File: config.mk
export PLATFORM = sky130hd
export DESIGN_NAME = wdt_prescaled
export DESIGN_NICKNAME = d
export VERILOG_FILES = /design/src/rtl/wdt_pkg.sv /design/src/rtl/wdt_prediv.sv /design/src/rtl/wdt_tap_chain.sv /design/src/rtl/wdt_main_cnt.sv /design/src/rtl/wdt_prescaled.sv
export SDC_FILE = /design/constraint.sdc
export NUM_CORES = 1
export LEC_CHECK = 0
export ABC_AREA = 1
export BUFFER_PORTS_ARGS = -buffer_cell sky130_fd_sc_hd__buf_2
export CAP_MARGIN = 20
export CORE_MARGIN = 1.5
export CORE_UTILIZATION = 55
export CTS_BUF_LIST = sky130_fd_sc_hd__clkbuf_2 sky130_fd_sc_hd__clkbuf_4 sky130_fd_sc_hd__clkbuf_8
export DETAILED_ROUTE_END_ITERATION = 10
export PLACE_DENSITY_LB_ADDON = 0.05
export SYNTH_ARGS = -nofsm -noshare
export SYNTH_HDL_FRONTEND = slang
export SYNTH_SLANG_ARGS = --single-unit
File: constraint.sdc
create_clock -name clk -period 4.05 [get_ports clk]
set_clock_uncertainty 0.2 [all_clocks]
set_input_delay 0 -clock clk [delete_from_list [all_inputs] [get_ports clk]]
set_output_delay 0 -clock clk [all_outputs]
set_load 0.01 [all_outputs]
File: src/rtl/wdt_pkg.sv
package wdt_pkg;

    localparam int WDT_CNT_W    = 8;
    localparam int WDT_SEL_W    = 3;
    localparam int WDT_CHAIN_W  = 13;
    localparam int WDT_TAP_BASE = 6;
    localparam int WDT_PRE_DIV  = 12;

    typedef enum logic [1:0] {
        ACT_HOLD = 2'd0,
        ACT_DEC  = 2'd1,
        ACT_FEED = 2'd2,
        ACT_AUTO = 2'd3
    } cnt_act_e;

    typedef struct packed {
        logic ovf;
        logic req;
        logic flag;
    } wdt_out_t;

    function automatic cnt_act_e pick_act(input logic feed, input logic tick, input logic zero);
        if (feed)
            return ACT_FEED;
        else if (tick && zero)
            return ACT_AUTO;
        else if (tick)
            return ACT_DEC;
        else
            return ACT_HOLD;
    endfunction

endpackage

File: src/rtl/wdt_prediv.sv
module wdt_prediv #(
    parameter int DIV = wdt_pkg::WDT_PRE_DIV
) (
    input  logic clk,
    input  logic rst,
    input  logic run,
    input  logic clr,
    output logic tc
);
    localparam int DW = (DIV > 1) ? $clog2(DIV) : 1;
    localparam logic [DW-1:0] LAST = DW'(DIV - 1);

    logic [DW-1:0] phase;

    assign tc = run && (phase == LAST);

    always_ff @(posedge clk) begin
        if (rst || clr)
            phase <= '0;
        else if (run)
            phase <= (phase == LAST) ? '0 : phase + 1'b1;
    end

    // the divider restarts its 12-cycle frame after every terminal count
    a_r2_div_wrap: assert property (@(posedge clk) disable iff (rst)
        tc |=> (phase == '0));

endmodule

File: src/rtl/wdt_tap_chain.sv
module wdt_tap_chain #(
    parameter int CHAIN_W  = wdt_pkg::WDT_CHAIN_W,
    parameter int SEL_W    = wdt_pkg::WDT_SEL_W,
    parameter int TAP_BASE = wdt_pkg::WDT_TAP_BASE
) (
    input  logic             clk,
    input  logic             rst,
    input  logic             clr,
    input  logic             step,
    input  logic [SEL_W-1:0] sel,
    output logic             tick
);
    localparam int NTAPS = 2 ** SEL_W;

    logic [CHAIN_W-1:0] chain;
    logic [NTAPS-1:0]   tap_full;

    for (genvar i = 0; i < NTAPS; i++) begin : g_tap
        assign tap_full[i] = &chain[TAP_BASE+i-1:0];
    end

    assign tick = step && tap_full[sel];

    always_ff @(posedge clk) begin
        if (rst || clr)
            chain <= '0;
        else if (step)
            chain <= chain + 1'b1;
    end

    // a cleared chain never issues a tick before it has counted
    a_r4_fresh_chain: assert property (@(posedge clk) disable iff (rst)
        ($past(clr) && !$past(rst)) |-> !tick);

endmodule

File: src/rtl/wdt_main_cnt.sv
module wdt_main_cnt
    import wdt_pkg::*;
#(
    parameter int CNT_W = wdt_pkg::WDT_CNT_W
) (
    input  logic             clk,
    input  logic             rst,
    input  logic             tick,
    input  logic             feed,
    input  logic [CNT_W-1:0] reload,
    output logic             underflow
);
    logic [CNT_W-1:0] count;
    cnt_act_e         act;

    always_comb begin
        act       = pick_act(feed, tick, count == '0);
        underflow = (act == ACT_AUTO);
    end

    always_ff @(posedge clk) begin
        if (rst)
            count <= '1;
        else begin
            case (act)
                ACT_FEED, ACT_AUTO: count <= reload;
                ACT_DEC:            count <= count - 1'b1;
                default:            count <= count;
            endcase
        end
    end

    // an underflow leaves the counter holding the autoload value
    a_r4_reload_taken: assert property (@(posedge clk) disable iff (rst)
        ($past(underflow) && !$past(rst)) |-> (count == $past(reload)));

    // a plain tick lowers the count by exactly one
    a_r2_step_one: assert property (@(posedge clk) disable iff (rst)
        ($past(tick) && !$past(feed) && ($past(count) != '0) && !$past(rst))
            |-> (count == $past(count) - 1'b1));

    // with no tick and no feed the count holds
    a_r9_hold: assert property (@(posedge clk) disable iff (rst)
        (!$past(tick) && !$past(feed) && !$past(rst)) |-> $stable(count));

endmodule

File: src/rtl/wdt_prescaled.sv
module wdt_prescaled
    import wdt_pkg::*;
#(
    parameter int CNT_W    = WDT_CNT_W,
    parameter int SEL_W    = WDT_SEL_W,
    parameter int CHAIN_W  = WDT_CHAIN_W,
    parameter int TAP_BASE = WDT_TAP_BASE,
    parameter int PRE_DIV  = WDT_PRE_DIV
) (
    input  logic             clk,
    input  logic             rst,
    input  logic             en,
    input  logic             wd_mode,
    input  logic [SEL_W-1:0] tap_sel,
    input  logic [CNT_W-1:0] reload,
    input  logic             feed,
    input  logic             flag_clr,
    output logic             ovf_pulse,
    output logic             rst_req,
    output logic             ovf_flag
);
    logic     div_tc;
    logic     tick;
    logic     uf;
    logic     pre_clr;
    wdt_out_t q;

    assign pre_clr = feed || uf || !en;

    wdt_prediv #(.DIV(PRE_DIV)) u_prediv (
        .clk (clk),
        .rst (rst),
        .run (en),
        .clr (pre_clr),
        .tc  (div_tc)
    );

    wdt_tap_chain #(
        .CHAIN_W (CHAIN_W),
        .SEL_W   (SEL_W),
        .TAP_BASE(TAP_BASE)
    ) u_chain (
        .clk  (clk),
        .rst  (rst),
        .clr  (pre_clr),
        .step (div_tc),
        .sel  (tap_sel),
        .tick (tick)
    );

    wdt_main_cnt #(.CNT_W(CNT_W)) u_cnt (
        .clk      (clk),
        .rst      (rst),
        .tick     (tick),
        .feed     (feed),
        .reload   (reload),
        .underflow(uf)
    );

    always_ff @(posedge clk) begin
        if (rst)
            q <= '0;
        else begin
            q.ovf  <= uf;
            q.req  <= uf && wd_mode;
            q.flag <= (uf && !wd_mode) || (q.flag && !flag_clr);
        end
    end

    assign ovf_pulse = q.ovf;
    assign rst_req   = q.req;
    assign ovf_flag  = q.flag;

    // the overflow event lasts a single cycle
    a_r10_single_pulse: assert property (@(posedge clk) disable iff (rst)
        ovf_pulse |=> !ovf_pulse);

    // a reset request only accompanies an overflow taken in supervision mode
    a_r6_req_mode: assert property (@(posedge clk) disable iff (rst)
        rst_req |-> (ovf_pulse && $past(wd_mode)));

    // the flag stays set until a clear strobe is seen
    a_r7_flag_sticky: assert property (@(posedge clk) disable iff (rst)
        ($past(ovf_flag) && !$past(flag_clr) && !$past(rst)) |-> ovf_flag);

    // a feed edge never reports an overflow
    a_r5_feed_quiet: assert property (@(posedge clk) disable iff (rst)
        ($past(feed) && !$past(rst)) |-> !ovf_pulse);

    // no overflow is taken while disabled
    a_r9_idle_quiet: assert property (@(posedge clk) disable iff (rst)
        (!$past(en) && !$past(rst)) |-> !ovf_pulse);

endmodule

Word-level counts from Yosys, hierarchy flattened
Index checks and enable logic that the tools add are counted.
- output and inout port bits: 3
- register bits after elaboration: 28
- logic and storage cells: 45
- input bits: 17
- reductions and logical operators: 24
- magnitude comparators: 1
- $add $sub $neg: 3
- equal/unequal tests: 4
- muxes and demuxes: 7
- operators with widths (cell ; number):
    $pmux W8 S2 ; 1
    $add A13 B1 Y13 const B ; 1
    $reduce_and A13 Y1 ; 1
    $reduce_and A12 Y1 ; 1
    $reduce_and A11 Y1 ; 1
    $reduce_and A10 Y1 ; 1
    $reduce_and A9 Y1 ; 1
    $logic_not A8 Y1 ; 1
    $reduce_and A8 Y1 ; 1
    $sub A8 B1 Y8 const B ; 1
    $reduce_and A7 Y1 ; 1
    $logic_and A1 B1 Y1 ; 6
    $reduce_and A6 Y1 ; 1
    $add A4 B1 Y4 const B ; 1
    $eq A2 B2 Y1 const B ; 2
    $eq A4 B4 Y1 const B ; 1
    $logic_or A1 B1 Y1 ; 4
    $lt A3 B4 Y1 const B ; 1
    $mux W2 ; 2
    $mux W4 ; 1
    $bmux W1 S3 ; 1
    $logic_not A1 Y1 ; 3
    $eq A2 B1 Y1 const B ; 1
    $mux W1 ; 2
    other kinds (2) ; 2

Depth between registers and ports, before layout
Gate-level depths: netlist of run 1.
- depth after elaboration: 11
- mapped depth: 16
- mapped depth without buffers: 15

Modules after synthesis
From an unflattened synthesis of run 1, not the netlist that was laid out.
- cells, all modules: 252
- area total of the unflattened synthesis: 1689.1 um^2
- by module, submodules not included (module ; area an instance (um^2) ; instances ; sequential area each (um^2) ; cells each):
    wdt_tap_chain ; 737.0 ; 1 ; 260.2 ; 109
    wdt_main_cnt ; 645.6 ; 1 ; 160.2 ; 102
    wdt_prediv ; 196.4 ; 1 ; 80.1 ; 27
    wdt_prescaled ; 110.1 ; 1 ; 60.1 ; 14

Worst setup path before layout of run 1
Ideal clock, no wire load.
- path kind: register -> register
- from: register u_chain.chain[0]
- to: register u_cnt.count[2]
- data required time: 3.737 ns
- slack: 1.991 ns
- buffers on the path: 1
- clock period less this slack: 2.059 ns
- library setup time: 0.113 ns
- arrival: 1.746 ns
- cell stages (with the launch flop): 17
- cells stage by stage: dfxtp_1 -> ha_1 -> inv_1 -> nor2_1 -> nand2_2 -> inv_1 -> ha_1 -> nor2_1 -> nor2_1 -> nand2_2 -> nand2_4 -> nand3_2 -> buf_6 -> nand3_1 -> nand2_1 -> inv_1 -> nand2_1
- word-level cells in the longest chain between the ends: 10
- elaborated cells between the ends (all ways): 21
- classes of those cells: 3 x eq/ne; 6 x mux; 12 x reduce/logical
- RTL lines (item ; RTL line ; source):
    from (decl) ; wdt_tap_chain.sv:15 ; logic [CHAIN_W-1:0] chain;
    from (signal assigned) ; wdt_tap_chain.sv:28 ; chain <= chain + 1'b1;
    $reduce_and A13 Y1 (tied with other cells) ; wdt_tap_chain.sv:19 ; assign tap_full[i] = &chain[TAP_BASE+i-1:0];
    $bmux W1 S3 * ; wdt_tap_chain.sv:22 ; assign tick = step && tap_full[sel];
    $mux W1 (not written as such) * ; wdt_tap_chain.sv:22 ;
    $logic_and A1 B1 Y1 * ; wdt_tap_chain.sv:22 ;
    $mux W1 or $logic_and A1 B1 Y1 (tied branches) ; wdt_pkg.sv:27, wdt_pkg.sv:25 ;
    $mux W2 * ; wdt_pkg.sv:25 ; else if (tick && zero)
    $mux W2 * ; wdt_pkg.sv:23 ; if (feed)
    $eq A2 B2 Y1 ; wdt_main_cnt.sv:25 ; case (act)
    $reduce_or A2 Y1 ; wdt_main_cnt.sv:25 ;
    $pmux W8 S2 or $reduce_bool A2 Y1 (tied branches) ; - ;
    to (signal assigned) ; wdt_main_cnt.sv:26 ; ACT_FEED, ACT_AUTO: count <= reload;
    to (signal assigned) ; wdt_main_cnt.sv:27 ; ACT_DEC: count <= count - 1'b1;
    to (signal assigned) ; wdt_main_cnt.sv:28 ; default: count <= count;
    to (decl) ; wdt_main_cnt.sv:13 ; logic [CNT_W-1:0] count;
Every way passes the cells marked *; elsewhere a longest branch is shown, timed or not. The select of a mux whose other input is x is not followed.
A chain may end at the register's enable or synchronous reset.

Worst setup path in the final report of run 1
- from: register u_chain.chain[0]
- to: register u_cnt.count[6]
The elaborated chain is that of the path after synthesis.

==> summary.md, run 1 <==
| Metric | Value |
|---|---|
| CTS HTree Levels | `1` |
| Critical path data arrival time | `3.07 ns` |
| Starting Density | `58.46%` |
| Final-layout fill cell count | `273` |
| Largest net degree at the start of global routing | `18` |
| Min Hold Slack | `approximately 0.083 ns` |
| Yosys cell types | `33` |
| Clock tree buffer depth | `2` |
| Post-route worst setup slack | `1.062 ns` |
| Status | `finished, final reports clean` |
| Buffer count from post-CTS setup fixing | `0` |
| Final Util | `71.87%` |
| Fin. Hold Viols | `0` |
| Inst Count DP | `315` |
| Worst Hold Class | `in -> reg` |
| Vias per cell | `4.913` |
| Yosys synthesis warning count | `0` |
| Max-Cap Viols | `0` |
| Layout area overhead | `22.95%` |
| RSZ-0062 raised after global routing | `no` |
| Total Power | `around 550 uW` |
| Synth Net Count | `278` |
| DRT iter0 DRCs | `89` |
| Die height | `between 60 and 70 um` |
| Ports | `20` |
| DRC | `0` |
| Post-Syn Area | `between 0.0015 and 0.002 mm^2` |
| Syn Inst Count | `256` |
| Post-synthesis sequential area ratio | `31.15%` |
| Via count | `1690` |
| Clk Latency, worst-skew pair | `about 0.33 ns` |
| Initial antenna violation count | `0` |
| First-pass GRT wire length | `~6200 um` |
| Avg Cell Area, Syn | `7.028 um^2` |
| Nets | `~320` |
| Leak | `1.071 nW` |
| Crit end category | `register` |
| CP Class | `reg -> reg` |
| Critical path required time | `4.13 ns` |
| Post-layout instance area | `0.002212 mm^2` |
| Core area | `a little over 0.003 mm^2` |
| Setup TNS | `0 ns` |
| Routed wire length | `3660 um` |
| Max Slew Vio Count | `0` |
| Fmax | `334.7 MHz` |
| CP max FO | `11` |
| Clock Tree Root | `clkbuf_4` |
| Worst slack, placed | `1.715 ns` |
| Slew Limit Headroom | `between 40% and 50%` |
| CTS tree | `built` |
| # rows | `20` |
| Port bufs | `19` |
| Clk slew on worst S/H paths | `roughly 0.16 ns` |
| Die Wd | `around 60 um` |
| Layout cells sized above 1 | `about a fifth` |
| Crit path launch type | `register` |
| # diodes | `0` |
| Period utilisation layout | `73.78%` |
| DR pass1 iterations | `4` |
| Vias in the first global route | `between 1000 and 1500` |
| Global route overflow | `0` |
| DP HPWL | `2550 um` |
| Yosys reg bits | `28` |
| Die area | `roughly 0.0036 mm^2` |
| Routability congestion estimate | `0.8573` |
| Wire length per cell | `about 11 um` |
| GRT Overall Usage | `22.28%` |
| Slew @ Worst Pin | `0.7841 ns` |
| Pwr Density | `between 200 and 250 mW/mm^2` |
| Routed Antenna Nets | `0` |
| Worst vdd ir | `about 0.00018 V` |
| Post-Layout Cell Count | `344` |
| TritonCTS buffer count | `3` |
| Tmin final | `2.988 ns` |
| Post-Place Cell Area | `0.001909 mm^2` |
| Final setup fails | `0` |
| CTS sink count | `28` |
-- layer usage --
layer  routed length (um)  share of wire, %  global-route usage (%)
met1                 1785                49                   30.79
met2                 1684                46                   36.02
met3                  147               4.0                   2.597
met4                   43               1.2                   6.984
met5                    0                 0                       0
-- sequential cells by signal, summed over array words and instances (netlist names) --
register and count:
u_cnt.count 8, ovf_flag 1, rst_req 1, u_chain.chain 13
u_prediv.phase 4, ovf_pulse 1
-- cell usage in the layout (no fill, tap or decap), drive strengths merged, types with 2 or more instances in the layout --
cell,instances
nand2,53
inv,49
nor2,39
nand3,31
dfxtp,28
dlygate4sd3,25
buf,19
xor2,15
nand4,9
or2,6
ha,5
o21ai,4
a21oi,3
clkbuf,3
nor3,3
xnor2,2
-- cell families after synthesis --
logic type      count (synthesis)  synth area share (%)
simple gates                  145                 42.49
fa+ha+maj                       5                 3.477
flops                          28                 31.15
buf+inv                        54                 12.66
xor+xnor                       17                 8.276
compound gates                  7                 1.946
-- where the power goes --
group	total [mW]	switching, mW	internal (mW)
sequential	0.287	0.00535	0.282
combinational	0.0785	0.0405	0.0380
clock	0.186	0.0861	0.100
total	0.552	0.132	0.420
-- cell type report --
class | instances | area (um^2) | share of cell area [%]
clock buffer | 3 | 22.52 | 1.018
timing repair buffer | 44 | 345.3 | 15.61
inverter | 50 | 187.7 | 8.484
tap | 44 | 55.05 | 2.489
multi-input combinational | 174 | 1011 | 45.70
sequential | 28 | 560.5 | 25.34
clock inverter | 1 | 30.03 | 1.357
-- critical path: stages (launching register included) --
cell           delay [ns]
dfxtp_1              0.39
ha_1                 0.16
inv_1                0.05
nor2_1               0.19
nand2_2              0.11
inv_1                0.10
ha_1                 0.15
nor2_1               0.04
nor2_1               0.11
nand2_2              0.08
nand2_4              0.13
nand3_2              0.21
nand2_1              0.25
nand3_1              0.12
nand2_1              0.08
dlygate4sd3_1        0.55
-- cells in the mapped netlist, drive strengths merged --
master	n	area share (%)
nor3	3	1.5
nand3b	1	0.42
o21ai	4	1.1
nor3b	1	0.42
a21oi	3	0.83
clkbuf	1	0.21
nor2	39	10
xor2	15	7.3
nor4	1	0.35
nand2	53	13
or2	6	2.1
nand4	9	4.3
inv	49	10
dfxtp	28	31
ha	5	3.5
xnor2	2	0.97
clkinv	1	0.21
nand3	31	10
and3	1	0.35
buf	3	2.0
-- what timing repair did --
| action | CTS | global route |
|---|---|---|
| hold endpoints to repair | 28 | 0 |
| hold buffers | 25 | 0 |
| gates resized for setup | 0 | 0 |
-- final timing paths --
path	start	slack [ns]	cells after the start	endpoint
setup reg to reg	u_chain.chain[0]$_SDFFE_PP0P_	1.06	15	u_cnt.count[6]$_SDFFE_PP1P_
hold reg to reg	u_prediv.phase[2]$_SDFFE_PP0P_	0.35	2	u_prediv.phase[2]$_SDFFE_PP0P_
hold / removal	tap_sel[2]	0.08	8	ovf_pulse$_SDFF_PP0_
setup / recovery	u_chain.chain[0]$_SDFFE_PP0P_	1.06	15	u_cnt.count[6]$_SDFFE_PP1P_
Note: power is estimated with default switching activity, not from simulation.
==> inputs of run 2 (changes only) <==
- ABC_AREA: 1 -> 0
- CORE_UTILIZATION: 55 -> 54
- clock period: 4.05 -> 2.65 ns (I/O delays scaled with it)
==> run 2 against run 1 <==
Against the previous run: global-route usage rose by 0.99 points; cell count fell by 23%; die area fell by 8.9%; worst setup slack got worse by 0.90 ns; highest routed layer unchanged.
==> summary.md, run 2 <==
| Metric | Value |
|---|---|
| Status | `finished, final reports clean (unchanged)` |
| Nets | `257 (was 323)` |
| Wire length per cell | `13.20 um (was 10.64 um)` |
| Critical path data arrival time | `2.52 ns (was 3.07 ns)` |
| Worst slack, placed | `0.01343 ns (was 1.715 ns)` |
| CTS sink count | `28 (unchanged)` |
| Layout cells sized above 1 | `19.23% (was 18.67%)` |
| R2R Path End | `u_cnt.count[3]$_SDFFE_PP1P_ (was u_cnt.count[6]$_SDFFE_PP1P_)` |
| DRC | `0 (unchanged)` |
| Vias in the first global route | `1433 (was 1499)` |
| Yosys synthesis warning count | `0 (unchanged)` |
| Routed wire length | `3499 um (was 3660 um)` |
| FFs w/ async S/R, synth | `0% (unchanged)` |
| Most common library cell in the layout ignoring fill and taps | `nor2_1 (was inv_1)` |
| Commonest cells in the netlist | `dfxtp_1, nor2_1, nand2_1 (was inv_1, nand2_1, dfxtp_1, nand3_1, nor2_1)` |
| Yosys top cell area share | `35.00% (was 31.15%)` |
| Die Wd | `57.46 um (was 60.20 um)` |
| Via count | `1524 (was 1690)` |
| Vias per cell | `5.751 (was 4.913)` |
| Clk slew on worst S/H paths | `0.15 ns (was 0.16 ns)` |
| Yosys cell types | `48 (was 33)` |
| Ports | `20 (unchanged)` |
| Tmin final | `2.487 ns (was 2.988 ns)` |
| Clock Tree Root | `clkbuf_4 (unchanged)` |
| Post-Place Cell Area | `0.001762 mm^2 (was 0.001909 mm^2)` |
| Layout area overhead | `25.70% (was 22.95%)` |
| Max-Cap Viols | `0 (unchanged)` |
| Core area | `0.002781 mm^2 (was 0.003078 mm^2)` |
| Clk Latency, worst-skew pair | `0.33 ns (about the same)` |
| Global route overflow | `0 (unchanged)` |
| Avg Cell Area, Syn | `8.385 um^2 (was 7.028 um^2)` |
| DRT iter0 DRCs | `101 (was 89)` |
| Yosys reg bits | `28 (unchanged)` |
| Die area | `0.003302 mm^2 (was 0.003623 mm^2)` |
| CP max FO | `8 (was 11)` |
| Routability congestion estimate | `0.8257 (was 0.8573)` |
| Max Slew Vio Count | `0 (unchanged)` |
| Worst r2r path cells | `11 (was 15)` |
| Buffer count from post-CTS setup fixing | `0 (unchanged)` |
| DP HPWL | `2401 um (was 2550 um)` |
| Period utilisation layout | `93.85% (was 73.78%)` |
| Crit path launch type | `register (unchanged)` |
| Min Hold Slack | `0.01856 ns (was 0.08319 ns)` |
| CTS HTree Levels | `1 (unchanged)` |
| Port bufs | `19 (unchanged)` |
| Fin. Hold Viols | `0 (unchanged)` |
| First-pass GRT wire length | `6120 um (was 6230 um)` |
| Pwr Density | `399.0 mW/mm^2 (was 249.4 mW/mm^2)` |
| Post-synthesis sequential area ratio | `35.00% (was 31.15%)` |
| Max FFs per register | `13 (unchanged)` |
| Crit end category | `register (unchanged)` |
| Inst Count DP | `244 (was 315)` |
| Top reg by flops | `u_chain.chain (unchanged)` |
| Hold depth | `5 (was 8)` |
| Hold Path Sink | `u_cnt.count[2]$_SDFFE_PP1P_ (was ovf_pulse$_SDFF_PP0_)` |
| Worst Hold Class | `in -> reg (unchanged)` |
| Most frequent cells in the layout | `nor2_1, dfxtp_1, buf_2, nand2_1, dlygate4sd3_1 (was inv_1, nand2_1, nand3_1, dfxtp_1, nor2_1)` |
| Synth Net Count | `213 (was 278)` |
| # diodes | `0 (unchanged)` |
| Worst vdd ir | `0.0004966 V (was 0.0001831 V)` |
| Largest net degree at the start of global routing | `21 (was 18)` |
| Starting Density | `57.58% (was 58.46%)` |
| Post-layout instance area | `0.002013 mm^2 (was 0.002212 mm^2)` |
| Biggest regs | `u_chain.chain x13, u_cnt.count x8, u_prediv.phase x4 (unchanged)` |
| Slew Limit Headroom | `71.22% (was 47.53%)` |
| Post-Syn Area | `0.001602 mm^2 (was 0.001799 mm^2)` |
| Final setup fails | `0 (unchanged)` |
| Fmax | `402.1 MHz (was 334.7 MHz)` |
| GRT Overall Usage | `23.28% (was 22.28%)` |
| CTS tree | `built (unchanged)` |
| CP Class | `reg -> reg (unchanged)` |
| Clock tree buffer depth | `2 (unchanged)` |
| # rows | `19 (was 20)` |
| Hold path startpoint | `tap_sel[2] (unchanged)` |
| Post-synth EDFFs | `0 (unchanged)` |
| Total Power | `803.2 uW (was 551.6 uW)` |
| Post-route worst setup slack | `0.1630 ns (was 1.062 ns)` |
| R2R setup slack | `0.16 ns (was 1.06 ns)` |
| Top FF cell, synth | `dfxtp_1 (unchanged)` |
| Initial antenna violation count | `0 (unchanged)` |
| Syn Inst Count | `191 (was 256)` |
| Die height | `57.46 um (was 60.20 um)` |
| Largest cells by area after synthesis | `dfxtp_1, nor2_1, nand2_1 (was dfxtp_1, inv_1, nand2_1)` |
| DR pass1 iterations | `4 (unchanged)` |
| Post-Layout Cell Count | `265 (was 344)` |
| Leak | `0.8050 nW (was 1.071 nW)` |
| Reg2reg start | `u_chain.chain[0]$_SDFFE_PP0P_ (unchanged)` |
| Critical path required time | `2.68 ns (was 4.13 ns)` |
| TritonCTS buffer count | `3 (unchanged)` |
| Slew @ Worst Pin | `0.4312 ns (was 0.7841 ns)` |
| Cell taking the most area after synthesis | `dfxtp_1 (unchanged)` |
| Routed Antenna Nets | `0 (unchanged)` |
-- run 2: cell count changes after synthesis, sizes merged, moves of 4 or more --
cell,change
and2,+4
and3,+4
inv,-40
nand2,-35
nand3,-27
nor2,-11
o21ai,+8
or2,-6
xnor2,+4
xor2,-10
-- run 2: layer usage --
layer	vias up	routed length (um)	track usage (%)
li1	774	-	-
met1	694	1550	30.14
met2	50	1708	38.80
met3	6	194	5.442
met4	0	46	6.312
met5	-	0	0
-- run 2: power by group --
part	leakage, nW	internal, mW	total (mW)	switching [mW]
registers	0.228	0.429	0.437	0.00819
clock network	0.0279	0.153	0.276	0.123
logic	0.549	0.0479	0.0903	0.0424
total	0.805	0.630	0.803	0.174
-- run 2: area by class of cell --
class                      count  area [um^2]
inverter                       9        33.78
clock buffer                   3        22.52
fill                         231        768.2
tap                           31        38.79
clock inverter                 1        30.03
timing repair buffer          45        336.6
sequential                    28        563.0
multi-input combinational    148        988.4
-- run 2: worst max-delay path by stage --
stage                                  start                     endpoint  cells after the start
6_report       u_chain.chain[0]$_SDFFE_PP0P_  u_cnt.count[3]$_SDFFE_PP1P_                     11
5_1_grt        u_chain.chain[0]$_SDFFE_PP0P_  u_cnt.count[5]$_SDFFE_PP1P_                     12
3_3_place_gp   u_chain.chain[0]$_SDFFE_PP0P_  u_cnt.count[6]$_SDFFE_PP1P_                     12
3_5_place_dp   u_chain.chain[0]$_SDFFE_PP0P_  u_cnt.count[6]$_SDFFE_PP1P_                     12
2_1_floorplan  u_chain.chain[0]$_SDFFE_PP0P_  u_cnt.count[6]$_SDFFE_PP1P_                     12
4_1_cts        u_chain.chain[0]$_SDFFE_PP0P_  u_cnt.count[6]$_SDFFE_PP1P_                     12
-- run 2: stage by stage --
stage	utilization (%)	setup TNS (ns)
2_1_floorplan	-	0
3_5_place_dp	63.34	0
3_3_place_gp	63.34	0
6_report	72.38	0
5_1_grt	72.38	-0.0002203
4_1_cts	71.35	0
-- run 2: logic make-up (layout without fill, tap and decap cells) --
family,count (synthesis),after routing,share of synthesized area (%)
xor+xnor,11,11,6.015
mux,2,2,1.250
simple gates,91,91,31.09
buf+inv,15,58,4.687
flops,28,28,35.00
compound gates,39,39,18.05
fa+ha+maj,5,5,3.906
-- run 2: critical path, stage by stage (launching register included) --
cell      delay, ns
dfxtp_2        0.36
ha_1           0.16
and3_1         0.17
nand4_1        0.11
inv_1          0.09
ha_1           0.15
nand2b_1       0.12
a21boi_2       0.07
o31ai_4        0.23
nand3_4        0.17
and3_1         0.24
or3_1          0.31
-- run 2: repair_timing --
| action | in CTS | in global routing |
|---|---|---|
| gates resized for setup | 1 | 8 |
| hold buffers | 17 | 0 |
| endpoints found under the setup margin | 1 | 18 |
| endpoints found under the hold margin | 27 | 0 |
